===== config.mk =====
export PLATFORM = sky130hd
export DESIGN_NAME = fullcycle_seq
export DESIGN_NICKNAME = d
export VERILOG_FILES = /design/src/rtl/fcs_pkg.sv /design/src/rtl/fullcycle_seq_fb.sv /design/src/rtl/fullcycle_seq_reg.sv /design/src/rtl/fullcycle_seq.sv
export SDC_FILE = /design/constraint.sdc
export NUM_CORES = 1
export LEC_CHECK = 0
export CAP_MARGIN = 20
export CORE_AREA = 4 4 41 43
export DETAILED_ROUTE_END_ITERATION = 16
export DIE_AREA = 0 0 45 47
export MAX_ROUTING_LAYER = met4
export PLACE_DENSITY = 0.73
export SLEW_MARGIN = 20
export SYNTH_ARGS = -nofsm -noshare
export SYNTH_HDL_FRONTEND = slang
export SYNTH_SLANG_ARGS = --single-unit

===== constraint.sdc =====
create_clock -name clk -period 4 [get_ports clk]
set_input_delay 0.4 -clock clk [delete_from_list [all_inputs] [get_ports clk]]
set_output_delay 0.4 -clock clk [all_outputs]
set_load 0.05 [all_outputs]

===== src/rtl/fcs_pkg.sv =====
package fcs_pkg;

  // Feedback polarity: the spliced state is all zeros for XOR, all ones for XNOR
  typedef enum logic {
    POL_XOR  = 1'b0,
    POL_XNOR = 1'b1
  } fb_pol_e;

  localparam int unsigned FCS_WIDTH = 8;

endpackage


===== src/rtl/fullcycle_seq_fb.sv =====
module fullcycle_seq_fb #(
  parameter int unsigned      WIDTH    = fcs_pkg::FCS_WIDTH,
  parameter logic [WIDTH-1:0] TAP_MASK = 8'h1D,
  parameter fcs_pkg::fb_pol_e POLARITY = fcs_pkg::POL_XOR
) (
  input  logic [WIDTH-1:0] cur,
  output logic             fb_bit
);
  localparam logic SPLICE_BIT = (POLARITY == fcs_pkg::POL_XNOR);

  logic lin_fb;
  logic near_splice;

  // Linear part of the feedback; the polarity picks XOR or XNOR
  generate
    if (POLARITY == fcs_pkg::POL_XNOR) begin : g_xnor
      assign lin_fb = ~(^(cur & TAP_MASK));
    end else begin : g_xor
      assign lin_fb = ^(cur & TAP_MASK);
    end
  endgenerate

  // Upper stages all equal the splice bit: this is the spliced state or its predecessor
  assign near_splice = (cur[WIDTH-1:1] == {(WIDTH-1){SPLICE_BIT}});

  assign fb_bit = lin_fb ^ near_splice;

endmodule


===== src/rtl/fullcycle_seq_reg.sv =====
module fullcycle_seq_reg #(
  parameter int unsigned WIDTH = fcs_pkg::FCS_WIDTH
) (
  input  logic             clk,
  input  logic             rst,
  input  logic             en,
  input  logic             load,
  input  logic [WIDTH-1:0] load_value,
  input  logic             fb_bit,
  output logic [WIDTH-1:0] q
);

  // Priority: reset, then load, then shift
  always_ff @(posedge clk) begin
    if (rst)       q <= '0;
    else if (load) q <= load_value;
    else if (en)   q <= {fb_bit, q[WIDTH-1:1]};
  end

  assert_load_priority_R2: assert property (@(posedge clk) disable iff (rst)
    load |=> (q == $past(load_value)));

  assert_hold_idle_R3: assert property (@(posedge clk) disable iff (rst)
    (!load && !en) |=> $stable(q));

endmodule


===== src/rtl/fullcycle_seq.sv =====
module fullcycle_seq #(
  parameter int unsigned      WIDTH    = fcs_pkg::FCS_WIDTH,
  parameter logic [WIDTH-1:0] TAP_MASK = 8'h1D,
  parameter fcs_pkg::fb_pol_e POLARITY = fcs_pkg::POL_XOR
) (
  input  logic             clk,
  input  logic             rst,
  input  logic             en,
  input  logic             load,
  input  logic [WIDTH-1:0] load_value,
  output logic [WIDTH-1:0] state,
  output logic             serial_out
);
  localparam logic             K     = (POLARITY == fcs_pkg::POL_XNOR);
  localparam logic [WIDTH-1:0] SPL   = {WIDTH{K}};
  localparam logic [WIDTH-1:0] PRED  = {{(WIDTH-1){K}}, ~K};
  localparam logic [WIDTH-1:0] SUCC  = {~K, {(WIDTH-1){K}}};

  logic fb_bit;

  fullcycle_seq_fb #(
    .WIDTH(WIDTH), .TAP_MASK(TAP_MASK), .POLARITY(POLARITY)
  ) u_fb (
    .cur(state),
    .fb_bit(fb_bit)
  );

  fullcycle_seq_reg #(.WIDTH(WIDTH)) u_reg (
    .clk(clk),
    .rst(rst),
    .en(en),
    .load(load),
    .load_value(load_value),
    .fb_bit(fb_bit),
    .q(state)
  );

  assign serial_out = state[0];

  assert_reset_zero_R1: assert property (@(posedge clk)
    rst |=> (state == '0));

  assert_shift_right_R4: assert property (@(posedge clk) disable iff (rst)
    (en && !load) |=> (state[WIDTH-2:0] == $past(state[WIDTH-1:1])));

  // entry into the spliced state
  assert_splice_enter_R6: assert property (@(posedge clk) disable iff (rst)
    (en && !load && state == PRED) |=> (state == SPL));

  // exit from the spliced state
  assert_splice_leave_R9: assert property (@(posedge clk) disable iff (rst)
    (en && !load && state == SPL) |=> (state == SUCC));

endmodule


==> flow_summary_export.csv, run 1 <==
group,metric,value,unit
cells_and_area,final_cell_mix,"20 x clkdlybuf4s50_1, 15 x nor2_1, 8 x a21oi_1, 8 x dfxtp_1, 7 x mux2i_1",
setup_path,worstPathArrival,1530,ps
routing,drc,0,
setup_path,crit_buf_inv,1,
synth,seq_area_frac_synth,37.3,%
cells_and_area,stdcell_count,85,
power_and_ir_drop,power.leakage,0.257,nW
setup_path,path_cells,"clkdlybuf4s50_1",
setup_path,critPathTopFamily,"buffers and inverters",
grt,grt_pass1_vias,384,
clock_network,cts_buffers,3,
synth,synth_cell_type_count,15,
clock_network,cts-resized-gates,0,
clock_network,cts_tree,"done",
sta,final.min_clock_period,1930,ps
synth,synthTopCellsByArea,"dfxtp_1 37%, mux2i_1 16%, nor2_1 13%",
routing,first_pass_iters,2,
outcome,outcome,"complete, no violations",
setup_path,r2r-start,"u_reg.q[4]",
flow_run,maxCapViolations,0,
sta,finalHoldViolCount,0,
clock_network,cts_sinks,8,
sta,slew_viol_final,0,
cells_and_area,reg_top3,"u_reg.q x8",
clock_network,cts_buffer_depth,2,
cells_and_area,top_register,"u_reg.q",
floorplan,die_h,47,µm
floorplan,num_rows,13,
placed_design,place_congestion,0.778,
setup_path,cp-start-kind,"flop",
clock_network,post_cts_buffers,0,
cells_and_area,drive_above_1_share,7.14,%
clock_network,clockRootBuffer,"clkbuf_4",
clock_network,cts.clk_slew.worst_paths,60,ps
power_and_ir_drop,irDropWorstVdd,170,µV
cells_and_area,largest_reg_flops,8,
min_path,hold_class,"flop to flop",
sta,fmax,519,MHz
synth,synth_nets,64,
floorplan,io_pins,21,
sta,setup_tns,0,ps
synth,synth.avg_cell_area,8.25,µm²
floorplan,start_util,33.0,%
placed_design,dp.cells,82,
synth,synth_warnings,0,
grt,grt.overflow.total,0,
cells_and_area,final_nets,84,
floorplan,core_area,0.00130,mm²
routing,vias,409,
grt,grt_first_pass_wirelength,1570,µm
routing,routed_wl,1010,µm
placed_design,dp_hpwl,733,µm
synth,syn_inst,52,
routing,drt_first_iter_violations,1,
floorplan,die-area,0.00212,mm²
routing,wire_per_inst,11.8,µm
setup_path,crit_type,"flop to output pin",
setup_path,cp_slowest_cell,"clkdlybuf4s50_1",
sta,setup_viol,0,
clock_network,ctsHtreeMaxLevel,1,
power_and_ir_drop,p_per_area,351,mW/mm²
setup_path,critPathCaptureType,"output pin",
setup_path,required,3600,ps
sta,finalCritPeriodShare,48.2,%
clock_network,postCtsHoldBufs,0,
sta,finalClockSkew,4.23,ps
routing,viasPerCell,4.81,
sta,worst_pin_slew,567,ps
cells_and_area,postLayoutCoreUtil,49.7,%
grt,grt_antenna_before_repair,0,
clock_network,clk-insertion-delay-late,260,ps
placed_design,port_buffers,20,
setup_path,critPathMaxFanout,5,
synth,synth-seq-cells,8,
grt,grt_max_degree,18,
sta,slew_headroom,62.1,%
min_path,holdCritStartpoint,"u_reg.q[6]",
cells_and_area,diodes,0,
synth,yosys.area.top_type,"dfxtp_1",
setup_path,cpPeakStageDelay,860,ps
synth,netlist_area,429,µm²
grt,grtUsageTotal,10.9,%
synth,synth.top_cell.area_share,37.3,%
sta,timing.hold.ws,681,ps
cells_and_area,mostFrequentLayoutCell,"clkdlybuf4s50_1",
floorplan,die_w,45,µm
cells_and_area,fillers,138,
setup_path,crit_start,"u_reg.q[2]",
routing,antenna_left,0,
sta,rsz0062_at_grt,"no",
cells_and_area,area_delta_synth_final,50.7,%
==> final cells by class <==
cell class                 count  area, µm²  share of cell area, %
clock buffer                   3       22.5                   3.48
multi-input combinational     39        245                   37.9
sequential                     8        160                   24.8
tap                           15       18.8                   2.90
timing repair buffer          20        200                   30.9
==> where the power goes <==
part	total, W	internal, W	switching [W]
clock network	0.0000634	0.0000344	0.0000290
logic	0.0000719	0.0000332	0.0000387
registers	0.0000914	0.0000850	0.00000639
total	0.000227	0.000153	0.0000741
==> metal layers <==
layer | track usage (%) | up-vias | routed length (µm)
met3 | 6.90 | 0 | 106
met2 | 15.8 | 16 | 409
met4 | 1.75 | 0 | 0
met1 | 12.8 | 181 | 491
li1 | - | 212 | -
met5 | - | - | 0
==> kinds of logic after synthesis <==
logic type | Yosys count | share of synthesized area [%]
compound gates | 9 | 12.2
xor+xnor | 4 | 8.16
buf+inv | 5 | 5.54
flops | 8 | 37.3
mux | 7 | 16.3
simple gates | 19 | 20.4
==> worst min-delay path, stage by stage, from the launching register on <==
cell	delay, ps
dfxtp_1	370
mux2i_1	80
nor2_1	80
a21oi_1	40
nor2_1	70
==> final timing paths <==
| kind | slack (ps) | cells after the start | to |
|---|---|---|---|
| setup / recovery | 2070 | 1 | state[2] |
| hold / removal | 680 | 4 | u_reg.q[6] |
| setup reg to reg | 2560 | 4 | u_reg.q[7] |
| hold reg to reg | 680 | 4 | u_reg.q[6] |
==> through the flow <==
stage / area, µm² / total power (W) / worst slack, ps
after CTS: 647 / 0.000229 / 2060
after floorplan: 429 / 0.000141 / 2400
after global routing: 647 / 0.000237 / 2000
final: 647 / 0.000227 / 2070
after global placement: 624 / 0.000165 / 2240
after detailed placement: 624 / 0.000165 / 2230
==> Yosys cell counts (all sizes together) <==
library cell  count
o22ai             1
xnor2             3
dfxtp             8
or4               1
xor2              1
nor2             15
a21oi             8
nor4              1
clkbuf            2
buf               3
mux2i             7
nand2             1
nor3b             1
(Power assumes the default switching activity.)
==> run 2, diff against run 1 <==
--- a/config.mk
+++ b/config.mk
@@ -6,11 +6,11 @@
 export NUM_CORES = 1
 export LEC_CHECK = 0
 export CAP_MARGIN = 20
-export CORE_AREA = 4 4 41 43
+export CORE_MARGIN = 4
+export CORE_UTILIZATION = 33
 export DETAILED_ROUTE_END_ITERATION = 16
-export DIE_AREA = 0 0 45 47
 export MAX_ROUTING_LAYER = met4
-export PLACE_DENSITY = 0.73
+export PLACE_DENSITY = 0.77
 export SLEW_MARGIN = 20
 export SYNTH_ARGS = -nofsm -noshare
 export SYNTH_HDL_FRONTEND = slang
==> constraint.sdc (replaced) <==
create_clock -name clk -period 1.7 [get_ports clk]
set_input_delay 0.17 -clock clk [delete_from_list [all_inputs] [get_ports clk]]
set_output_delay 0.17 -clock clk [all_outputs]
set_load 0.05 [all_outputs]
==> run 2 against run 1 <==
Utilization increased by 5.8 points. Die area decreased by 8.2%. Combinational power rose by 140%. Via count is the same. Sequential power is 140% higher. Global-route usage increased by 1.4 points. Routed wire length grew 4.7%. Clock power rose by 130%. Clock skew fell by 4.2 ps.
==> flow_summary_export.csv, run 2 (synthesis gave the netlist of run 1 again) <==
group,metric,value,unit
cells_and_area,fillers,131,
floorplan,start_util,36.6,%
grt,grtUsageMet3,4.07,%
routing,first_pass_iters,4,
sta,finalClockSkew,0.0621,ps
grt,grt.met1_usage,13.9,%
cells_and_area,mostFrequentLayoutCell,"nor2_1",
clock_network,cts-resized-gates,0,
setup_path,cp-start-kind,"flop",
clock_network,clockRootBuffer,"clkbuf_4",
sta,final.min_clock_period,1630,ps
flow_run,maxCapViolations,0,
clock_network,cts_tree,"done",
sta,fmax,614,MHz
placed_design,place_congestion,0.716,
setup_path,critPathTopFamily,"buffers and inverters",
setup_path,cp_slowest_cell,"clkdlybuf4s50_1",
setup_path,path_cells,"clkdlybuf4s50_1",
power_and_ir_drop,p_per_area,815,mW/mm²
setup_path,reg2reg_depth,4,
cells_and_area,drive_above_1_share,20.5,%
cells_and_area,top_register,"u_reg.q",
setup_path,crit_buf_inv,1,
setup_path,crit_type,"flop to output pin",
sta,slew_viol_final,0,
sta,setup_tns,0,ps
grt,grt_max_degree,10,
floorplan,io_pins,21,
setup_path,critPathCaptureType,"output pin",
routing,routed_wl,1050,µm
power_and_ir_drop,irDropWorstVdd,310,µV
placed_design,dp_hpwl,817,µm
clock_network,ctsHtreeMaxLevel,1,
clock_network,cts.clk_slew.worst_paths,50,ps
cells_and_area,reg_top3,"u_reg.q x8",
clock_network,post_cts_buffers,0,
cells_and_area,area_delta_synth_final,51.6,%
routing,antenna_left,0,
routing,drt_first_iter_violations,1,
floorplan,die_w,44.1,µm
sta,rsz0062_at_grt,"no",
sta,timing.hold.ws,523,ps
power_and_ir_drop,power.leakage,0.284,nW
cells_and_area,final_cell_mix,"15 x nor2_1, 13 x clkdlybuf4s50_1, 10 x buf_4",
sta,worst_pin_slew,494,ps
floorplan,die_h,44.1,µm
grt,grt.overflow.total,0,
sta,finalHoldViolCount,0,
setup_path,cp.depth,1,
power_and_ir_drop,p_total,0.000530,W
routing,vias,409,
sta,finalCritPeriodShare,95.8,%
clock_network,clk-insertion-delay-late,250,ps
routing,wire_per_inst,12.1,µm
min_path,hold_class,"primary input to flop",
setup_path,cpPeakStageDelay,820,ps
cells_and_area,diodes,0,
clock_network,cts_buffer_depth,2,
cells_and_area,postLayoutCoreUtil,55.6,%
cells_and_area,final_nets,87,
sta,setup_viol,0,
floorplan,num_rows,12,
setup_path,worstPathArrival,1460,ps
grt,grt_antenna_before_repair,0,
clock_network,cts_buffers,3,
outcome,outcome,"complete, no violations",
sta,slew_headroom,66.9,%
floorplan,core_area,0.00117,mm²
grt,grt_first_pass_wirelength,1700,µm
routing,viasPerCell,4.70,
clock_network,postCtsHoldBufs,0,
grt,grt_pass1_vias,380,
grt,grt-busiest-layer,"met2",
min_path,hold_depth,3,
floorplan,die-area,0.00194,mm²
cells_and_area,largest_reg_flops,8,
routing,drc,0,
grt,use_met2,18.6,%
clock_network,cts_sinks,8,
setup_path,critPathMaxFanout,4,
placed_design,port_buffers,20,
setup_path,required,1530,ps
grt,grtUsageTotal,12.3,%
## run 2: worst paths after layout
kind | startpoint | endpoint | slack, ps
hold reg to reg | u_reg.q[6] | u_reg.q[6] | 670
setup reg to reg | u_reg.q[4] | u_reg.q[7] | 280
hold / removal | load_value[4] | u_reg.q[4] | 520
setup / recovery | u_reg.q[1] | state[1] | 70
## run 2: per-stage QoR
| step | std cells | instance area [µm²] | setup slack (ps) |
|---|---|---|---|
| 6_report | 87 | 651 | 71.1 |
| 5_1_grt | 87 | 651 | 3.89 |
| 4_1_cts | 87 | 651 | 56.1 |
| 3_5_place_dp | 84 | 628 | 282 |
| 3_3_place_gp | 84 | 628 | 316 |
| 2_1_floorplan | 52 | 429 | 102 |
## run 2: area by class of cell
| cell class | count | area (µm²) | share of cell area [%] |
|---|---|---|---|
| clock buffer | 3 | 22.5 | 3.46 |
| tap | 14 | 17.5 | 2.69 |
| sequential | 8 | 160 | 24.6 |
| multi-input combinational | 39 | 245 | 37.7 |
| timing repair buffer | 23 | 205 | 31.5 |
## run 2: power breakdown
group	leakage [nW]	switching (W)	internal (W)
Sequential	0.0660	0.0000151	0.000200
Clock	0.0138	0.0000625	0.0000807
Combinational	0.204	0.0000930	0.0000787
## run 2: tightest hold or removal path: stages
cell             delay (ps)
clkdlybuf4s50_1         390
a21oi_1                 120
nor2_1                   40
## run 2: metal layers
layer  routed length [µm]  share of wire (%)
met5                    0                  0
met4                    0                  0
met3                  108                 10
met2                  465                 44
met1                  480                 46
